<file path="config.mk">
export PLATFORM = sky130hd
export DESIGN_NAME = intStatusEncoder
export DESIGN_NICKNAME = d
export VERILOG_FILES = /design/src/rtl/intEncPkg.sv /design/src/rtl/intEncCtrl.sv /design/src/rtl/intEncDatapath.sv /design/src/rtl/intStatusEncoder.sv
export SDC_FILE = /design/constraint.sdc
export NUM_CORES = 1
export LEC_CHECK = 0
export BUFFER_PORTS_ARGS = -buffer_cell sky130_fd_sc_hd__clkbuf_2
export CORE_ASPECT_RATIO = 0.75
export CORE_MARGIN = 2
export CORE_UTILIZATION = 55
export DETAILED_ROUTE_END_ITERATION = 12
export PLACE_DENSITY = 0.78
export SYNTH_ARGS = -nofsm -noshare
export SYNTH_HDL_FRONTEND = slang
export SYNTH_SLANG_ARGS = --single-unit
</file>
<file path="constraint.sdc">
create_clock -name clk -period 2.1 [get_ports clk]
set_input_delay 0.315 -clock clk [delete_from_list [all_inputs] [get_ports clk]]
set_output_delay 0.315 -clock clk [all_outputs]
set_load 0.05 [all_outputs]
</file>
<file path="src/rtl/intEncPkg.sv">
package intEncPkg;

  localparam int DATA_W = 32;
  localparam int CODE_W = 5;

  typedef struct packed {
    logic       wrCritMask;
    logic       wrMainMask;
    logic       wrPeriMask;
    logic       wrDmaMask;
    logic       clrDmaPend;
    logic [1:0] wrPrio;
  } ctrlStrobe_t;

  typedef enum logic [2:0] {
    ADDR_STATUS    = 3'd0,
    ADDR_CRIT_MASK = 3'd1,
    ADDR_MAIN_MASK = 3'd2,
    ADDR_PERI_MASK = 3'd3,
    ADDR_DMA_MASK  = 3'd4,
    ADDR_DMA_PEND  = 3'd5,
    ADDR_PRIO0     = 3'd6,
    ADDR_PRIO1     = 3'd7
  } regAddr_e;

  // index of the lowest set bit, zero when the vector is empty
  function automatic logic [CODE_W-1:0] lowestIdx(input logic [DATA_W-1:0] v);
    logic [CODE_W-1:0] idx;
    idx = '0;
    for (int i = DATA_W - 1; i >= 0; i--) begin
      if (v[i]) idx = CODE_W'(i);
    end
    return idx;
  endfunction

endpackage

</file>
<file path="src/rtl/intEncCtrl.sv">
module intEncCtrl
  import intEncPkg::*;
(
  input  logic        regWrEn,
  input  logic [2:0]  regAddr,
  output ctrlStrobe_t strobe,
  output regAddr_e    rdSel
);

  regAddr_e addrDec;

  always_comb begin
    addrDec = regAddr_e'(regAddr);
    strobe  = '0;
    if (regWrEn) begin
      case (addrDec)
        ADDR_CRIT_MASK: strobe.wrCritMask = 1'b1;
        ADDR_MAIN_MASK: strobe.wrMainMask = 1'b1;
        ADDR_PERI_MASK: strobe.wrPeriMask = 1'b1;
        ADDR_DMA_MASK:  strobe.wrDmaMask  = 1'b1;
        ADDR_DMA_PEND:  strobe.clrDmaPend = 1'b1;
        ADDR_PRIO0:     strobe.wrPrio[0]  = 1'b1;
        ADDR_PRIO1:     strobe.wrPrio[1]  = 1'b1;
        default:        strobe            = '0;  // status is read-only
      endcase
    end
  end

  assign rdSel = addrDec;

  always_comb begin
    assert_one_strobe_R13: assert ($onehot0(strobe))
      else $error("more than one register strobe active");
  end

endmodule

</file>
<file path="src/rtl/intEncDatapath.sv">
module intEncDatapath
  import intEncPkg::*;
#(
  parameter int MAIN_NUM = 17,
  parameter int PERI_NUM = 22,
  parameter int PERI_HI  = 4,
  parameter int DMA_NUM  = 32
) (
  input  logic                clk,
  input  logic                rstN,
  input  ctrlStrobe_t         strobe,
  input  regAddr_e            rdSel,
  input  logic [DATA_W-1:0]   wrData,
  input  logic [3:0]          critReq,
  input  logic [MAIN_NUM-1:0] mainReq,
  input  logic [PERI_NUM-1:0] periReq,
  input  logic [DMA_NUM-1:0]  dmaReq,
  output logic [DATA_W-1:0]   rdData
);

  localparam int CRIT_FWD = 2;
  localparam int MAIN_FWD = 4;
  localparam int MAIN_TOP = 16;  // main source n sits at mask bit MAIN_TOP-n
  localparam int PERI_TOP = 31;  // peripheral source n sits at mask bit PERI_TOP-n
  localparam int CRIT_FLAG = 10;
  localparam int MAIN_FLAG = 21;
  localparam int PERI_FLAG = 29;

  function automatic logic [DATA_W-1:0] mainImplCalc();
    logic [DATA_W-1:0] m;
    m = '0;
    for (int n = 0; n < MAIN_NUM; n++) m[MAIN_TOP-n] = 1'b1;
    return m;
  endfunction

  function automatic logic [DATA_W-1:0] periImplCalc();
    logic [DATA_W-1:0] m;
    m = '0;
    for (int n = 1; n < PERI_NUM; n++) m[PERI_TOP-n] = 1'b1;
    return m;
  endfunction

  localparam logic [DATA_W-1:0] CRIT_IMPL = 32'h0000_000B;
  localparam logic [DATA_W-1:0] MAIN_IMPL = mainImplCalc();
  localparam logic [DATA_W-1:0] PERI_IMPL = periImplCalc();
  localparam logic [DATA_W-1:0] MAIN_RST  = 32'h0001_0FFF & MAIN_IMPL;

  logic [DATA_W-1:0]  critMask, mainMask, periMask;
  logic [DMA_NUM-1:0] dmaMask, dmaPend;
  logic [DATA_W-1:0]  prioReg [2];
  logic [DATA_W-1:0]  statusQ, statusNext;

  // ---------------- mask registers ----------------
  always_ff @(posedge clk or negedge rstN) begin
    if (!rstN) begin
      critMask <= CRIT_IMPL;
      mainMask <= MAIN_RST;
      periMask <= PERI_IMPL;
      dmaMask  <= '1;
    end else begin
      if (strobe.wrCritMask) critMask <= wrData & CRIT_IMPL;
      if (strobe.wrMainMask) mainMask <= wrData & MAIN_IMPL;
      if (strobe.wrPeriMask) periMask <= wrData & PERI_IMPL;
      if (strobe.wrDmaMask)  dmaMask  <= wrData[DMA_NUM-1:0];
    end
  end

  // ---------------- DMA pending bank ----------------
  always_ff @(posedge clk or negedge rstN) begin
    if (!rstN) dmaPend <= '0;
    else if (strobe.clrDmaPend) dmaPend <= (dmaPend & ~wrData[DMA_NUM-1:0]) | dmaReq;
    else dmaPend <= dmaPend | dmaReq;
  end

  // ---------------- held priority registers ----------------
  for (genvar g = 0; g < 2; g++) begin : gPrio
    always_ff @(posedge clk or negedge rstN) begin
      if (!rstN) prioReg[g] <= '0;
      else if (strobe.wrPrio[g]) prioReg[g] <= wrData;
    end
  end

  // ---------------- effective request vectors ----------------
  logic [DATA_W-1:0] periVec, mainVec, critVec;
  logic dmaAny, periHiAny, periLoAny;

  assign dmaAny = |(dmaPend & ~dmaMask);

  for (genvar n = 0; n < DATA_W; n++) begin : gPeri
    if (n == 0) begin : gDma
      assign periVec[n] = dmaAny;
    end else if (n < PERI_NUM) begin : gSrc
      assign periVec[n] = periReq[n] & ~periMask[PERI_TOP-n];
    end else begin : gNone
      assign periVec[n] = 1'b0;
    end
  end

  assign periHiAny = |periVec[PERI_HI-1:0];
  assign periLoAny = |periVec[PERI_NUM-1:PERI_HI];

  for (genvar n = 0; n < DATA_W; n++) begin : gMain
    if (n == MAIN_FWD) begin : gFwd
      assign mainVec[n] = periLoAny;
    end else if (n < MAIN_NUM) begin : gSrc
      assign mainVec[n] = mainReq[n] & ~mainMask[MAIN_TOP-n];
    end else begin : gNone
      assign mainVec[n] = 1'b0;
    end
  end

  for (genvar n = 0; n < DATA_W; n++) begin : gCrit
    if (n == CRIT_FWD) begin : gFwd
      assign critVec[n] = periHiAny;
    end else if (n < 4) begin : gSrc
      assign critVec[n] = critReq[n] & ~critMask[n];
    end else begin : gNone
      assign critVec[n] = 1'b0;
    end
  end

  logic unusedReserved;
  assign unusedReserved = ^{critReq[CRIT_FWD], mainReq[MAIN_FWD], periReq[0]};

  // ---------------- status word ----------------
  logic [CODE_W-1:0] critCode, mainCode, periCode;
  logic critAny, mainAny, periAny;

  always_comb begin
    critAny  = |critVec;
    mainAny  = |mainVec;
    periAny  = |periVec;
    critCode = lowestIdx(critVec);
    mainCode = lowestIdx(mainVec);
    periCode = lowestIdx(periVec);
    statusNext = '0;
    statusNext[PERI_FLAG]     = periAny;
    statusNext[28:24]         = periCode;
    statusNext[MAIN_FLAG]     = mainAny;
    statusNext[20:16]         = mainCode;
    statusNext[CRIT_FLAG]     = critAny;
    statusNext[9:8]           = critCode[1:0];
  end

  always_ff @(posedge clk or negedge rstN) begin
    if (!rstN) statusQ <= '0;
    else statusQ <= statusNext;
  end

  // ---------------- read mux ----------------
  always_comb begin
    case (rdSel)
      ADDR_STATUS:    rdData = statusQ;
      ADDR_CRIT_MASK: rdData = critMask;
      ADDR_MAIN_MASK: rdData = mainMask;
      ADDR_PERI_MASK: rdData = periMask;
      ADDR_DMA_MASK:  rdData = DATA_W'(dmaMask);
      ADDR_DMA_PEND:  rdData = DATA_W'(dmaPend);
      ADDR_PRIO0:     rdData = prioReg[0];
      default:        rdData = prioReg[1];
    endcase
  end

  // ---------------- assertions ----------------
  assert_crit_fwd_R2: assert property (@(posedge clk) disable iff (!rstN)
    (statusQ[CRIT_FLAG] && statusQ[9:8] == 2'd2) |-> statusQ[PERI_FLAG])
    else $error("critical forward code without peripheral flag");

  assert_main_fwd_R4: assert property (@(posedge clk) disable iff (!rstN)
    (statusQ[MAIN_FLAG] && statusQ[20:16] == 5'd4) |-> statusQ[PERI_FLAG])
    else $error("main forward code without peripheral flag");

  assert_idle_field_R6: assert property (@(posedge clk) disable iff (!rstN)
    !statusQ[CRIT_FLAG] |-> (statusQ[9:8] == 2'd0))
    else $error("critical field nonzero with flag clear");

  assert_dma_clear_R10: assert property (@(posedge clk) disable iff (!rstN)
    strobe.clrDmaPend |=> ((dmaPend & $past(wrData[DMA_NUM-1:0] & ~dmaReq)) == '0))
    else $error("written-one pending bit not cleared");

  assert_dma_set_R10: assert property (@(posedge clk) disable iff (!rstN)
    (|dmaReq) |=> ((dmaPend & $past(dmaReq)) == $past(dmaReq)))
    else $error("DMA request did not set pending bit");

  assert_main_mask_R8: assert property (@(posedge clk) disable iff (!rstN)
    strobe.wrMainMask |=> (mainMask == ($past(wrData) & MAIN_IMPL)))
    else $error("main mask write lost");

  assert_peri_fwd_R5: assert property (@(posedge clk) disable iff (!rstN)
    statusQ[PERI_FLAG] |-> (statusQ[CRIT_FLAG] || statusQ[MAIN_FLAG]))
    else $error("peripheral pending with no forwarding code");

endmodule

</file>
<file path="src/rtl/intStatusEncoder.sv">
module intStatusEncoder
  import intEncPkg::*;
#(
  parameter int MAIN_NUM = 17,
  parameter int PERI_NUM = 22,
  parameter int PERI_HI  = 4,
  parameter int DMA_NUM  = 32
) (
  input  logic                clk,
  input  logic                rstN,
  input  logic [3:0]          critReq,
  input  logic [MAIN_NUM-1:0] mainReq,
  input  logic [PERI_NUM-1:0] periReq,
  input  logic [DMA_NUM-1:0]  dmaReq,
  input  logic                regWrEn,
  input  logic [2:0]          regAddr,
  input  logic [31:0]         regWrData,
  output logic [31:0]         regRdData
);

  ctrlStrobe_t strobe;
  regAddr_e    rdSel;

  intEncCtrl i_ctrl (
    .regWrEn (regWrEn),
    .regAddr (regAddr),
    .strobe  (strobe),
    .rdSel   (rdSel)
  );

  intEncDatapath #(
    .MAIN_NUM (MAIN_NUM),
    .PERI_NUM (PERI_NUM),
    .PERI_HI  (PERI_HI),
    .DMA_NUM  (DMA_NUM)
  ) i_datapath (
    .clk     (clk),
    .rstN    (rstN),
    .strobe  (strobe),
    .rdSel   (rdSel),
    .wrData  (regWrData),
    .critReq (critReq),
    .mainReq (mainReq),
    .periReq (periReq),
    .dmaReq  (dmaReq),
    .rdData  (regRdData)
  );

endmodule

</file>
==> results.toml <==
[placement]
place_area_um2 = 11000
io_buffer_count = 141
gp_congestion = 0.926
post-dp-hpwl_mm = 19.0
dp_cells = 1218
pre_cts_slack_ns = -0.360

[timing]
setup_viol = 2
setup_slack_ns = -0.0762
whs_ns = 0.0498
hold_viol_final = 0
finClkSkew_ns = 0.00685
min_period_ns = 2.18
max_freq_mhz = 460
setup_tns_ns = -0.0763
tightest_slew_ns = 0.560
relSlewSlack_pct = 62.6
period_share_pct = 104
drv_slew = 0
rsz0062_at_grt = "true"

[routing]
vias = 7515
drtAntennaViolNets = 0
first_pass_iters = 7
totalWireLength_mm = 27.0
vias_per_cell = 5.99
drc = 0
wire_per_inst_um = 21.5
drtIter0Drc = 730

[cts]
cts_root_buffer = "clkbuf_16"
cts_buffers = 17
htreeDepth = 4
cts_buffer_depth = 2
insertion_delay_ns = 0.44
cts.sinks = 184
cts_tree = "yes"
clk_pin_slew_ns = 0.07

[pwr]
power_frac_clock_pct = 31.3
power_density_nw_per_um2 = 919
sequentialPowerShare_pct = 43.5
switching_power_mw = 3.16
peakVddDrop_mv = 0.461
p_comb_share_pct = 25.2
swShare_pct = 28.8
power_mw = 11.0
cell_internal_pwr_mw = 7.81
p_leak_nw = 5.27

[outcome]
violations = "negative setup slack"
status = "finished with violations"

[yosys]
ys_types = 61
avgSynthCellArea_um2 = 11.2
yosysWarnings = 0
synth-async-reset-ratio_pct = 100
synth-edff-count = 0
postSynthCellCount = 831
synth_seq_cells = 184
synth_ff_type = "dfrtp_1"
synth_nets = 944
ys_seq_area_share_pct = 50.5
syn_area_um2 = 9300

[floorplan]
ios = 145
rows = 41
core_area_um2 = 16700
die_y_um = 117
initial_core_util_pct = 55.8
dieWidth_um = 154
die_area_um2 = 18000

[global_routing]
antenna_found_initial = 0
gr-usage-all-layers_pct = 30.7
grt_pass1_wl_mm = 41.3
grt_max_degree = 53
grt_pass1_vias = 7455
overflow = 0

[worst_setup_path]
crit_start = "i_datapath.statusQ[20]$_DFF_PN0_"
arrival_ns = 1.86
endpoint = "regRdData[20]"
path_max_fanout = 1
r2r_cells = 5
worst-r2r-setup-slack_ns = 0.03
crit_path_end_kind = "output pin"
timing.rr.start = "i_datapath.mainMask[9]$_DFFE_PN1P_"
startpoint_type = "register"
cp_data_required_time_ns = 1.78
path_class = "register to output pin"
worstReg2RegEnd = "i_datapath.statusQ[21]$_DFF_PN0_"

[flow_run]
maxCapViolations = 0

[cells_and_area]
drive_gt1_share_pct = 53.2
final_area_um2 = 11900
fin_nets = 1140
diodes = 0
final_core_util_pct = 71.6
area_growth_pct = 28.3
fin_cells = 1255

[min_path]
min_path_cells = 2
hp-start = "dmaReq[6]"
hp-class = "primary input to register"
[routing by layer]
layer	vias up	GRT usage, %	routed length [um]
met4	0	10.9	528
met3	35	6.94	2240
met5	-	0	0
met1	3792	43.0	11900
li1	3356	-	-
met2	332	47.9	12300
[sequential cells by signal, indices dropped and copies added, names as in the netlist]
name                 count
i_datapath.critMask      3
i_datapath.dmaMask      32
i_datapath.dmaPend      32
i_datapath.mainMask     17
i_datapath.periMask     21
i_datapath.prioReg      64
i_datapath.statusQ      15
[cell usage after synthesis, types with 10 or more instances]
library cell | instances | area [um^2]
mux2_2 | 155 | 1750
dfrtp_1 | 115 | 2880
nand2_1 | 82 | 308
dfstp_2 | 69 | 1810
nor2_1 | 58 | 218
nand2b_1 | 42 | 263
o21ai_0 | 32 | 160
a21oi_1 | 25 | 125
clkbuf_1 | 24 | 90.1
a21o_1 | 22 | 165
inv_1 | 20 | 75.1
nor2b_1 | 19 | 119
mux2i_1 | 15 | 150
a222oi_1 | 14 | 140
or2_2 | 12 | 75.1
buf_1 | 11 | 41.3
buf_2 | 10 | 50.1
[worst max-delay path, cell delays in order, from the launching register on]
cell      delay, ns
dfrtp_1        0.37
mux2_4         0.28
a222oi_1       0.40
buf_4          0.19
nor2_2         0.04
buf_8          0.14
[area by class of cell]
type | count | area [um^2]
clock buffers | 24 | 482
flip-flops and latches | 184 | 4690
repair buffers | 222 | 1710
well taps | 215 | 269
clock inverters | 8 | 143
inverters | 20 | 75.1
multi-input cells | 582 | 4560
fillers | 1148 | 4740
[placed cells by master (no fill, tap or decap), types with 19 or more instances in the layout]
master | synthesis | final
mux2_2 | 155 | 154
dfrtp_1 | 115 | 115
clkbuf_2 | 0 | 111
nand2_1 | 82 | 82
dfstp_2 | 69 | 69
buf_4 | 0 | 67
nor2_1 | 58 | 39
nand2b_1 | 42 | 38
o21ai_0 | 32 | 29
a21oi_1 | 25 | 23
a21o_1 | 22 | 22
inv_1 | 20 | 19
[power by group through the flow]
stage	sequential [mW]	combinational [mW]	clock, mW
floorplan	4.66	1.71	0
detailed placement	4.80	2.58	0
global placement	4.76	2.52	0
global route	4.85	2.94	3.61
CTS	4.75	2.67	3.46
finish	4.77	2.77	3.43
[worst min path at each step]
stage / to / slack (ns)
6_report: i_datapath.dmaPend[6]$_DFF_PN0_ / 0.05
5_1_grt: i_datapath.dmaPend[5]$_DFF_PN0_ / 0.05
2_1_floorplan: i_datapath.dmaPend[0]$_DFF_PN0_ / 0.02
4_1_cts: i_datapath.dmaPend[6]$_DFF_PN0_ / 0.04
3_3_place_gp: i_datapath.prioReg[60]$_DFFE_PN0P_ / 0.30
3_5_place_dp: i_datapath.prioReg[51]$_DFFE_PN0P_ / 0.30
[cells by family (layout without fill, tap and decap cells)]
family / count (synthesis) / after routing / share of synthesized area [%]
AO/OA/AOI/OAI: 146 / 146 / 10.9
buffers and inverters: 65 / 274 / 2.76
flip-flops: 184 / 184 / 50.5
multiplexers: 173 / 173 / 21.1
AND/OR/NAND/NOR: 263 / 263 / 14.8
[timing repair]
item                       CTS  global route
hold buffers                 1             0
resized for setup           27            47
pin swaps                   17            16
setup endpoints to repair   23            30
hold endpoints to repair    27             0
buffers inserted             2             2
(Power assumes the default switching activity.)
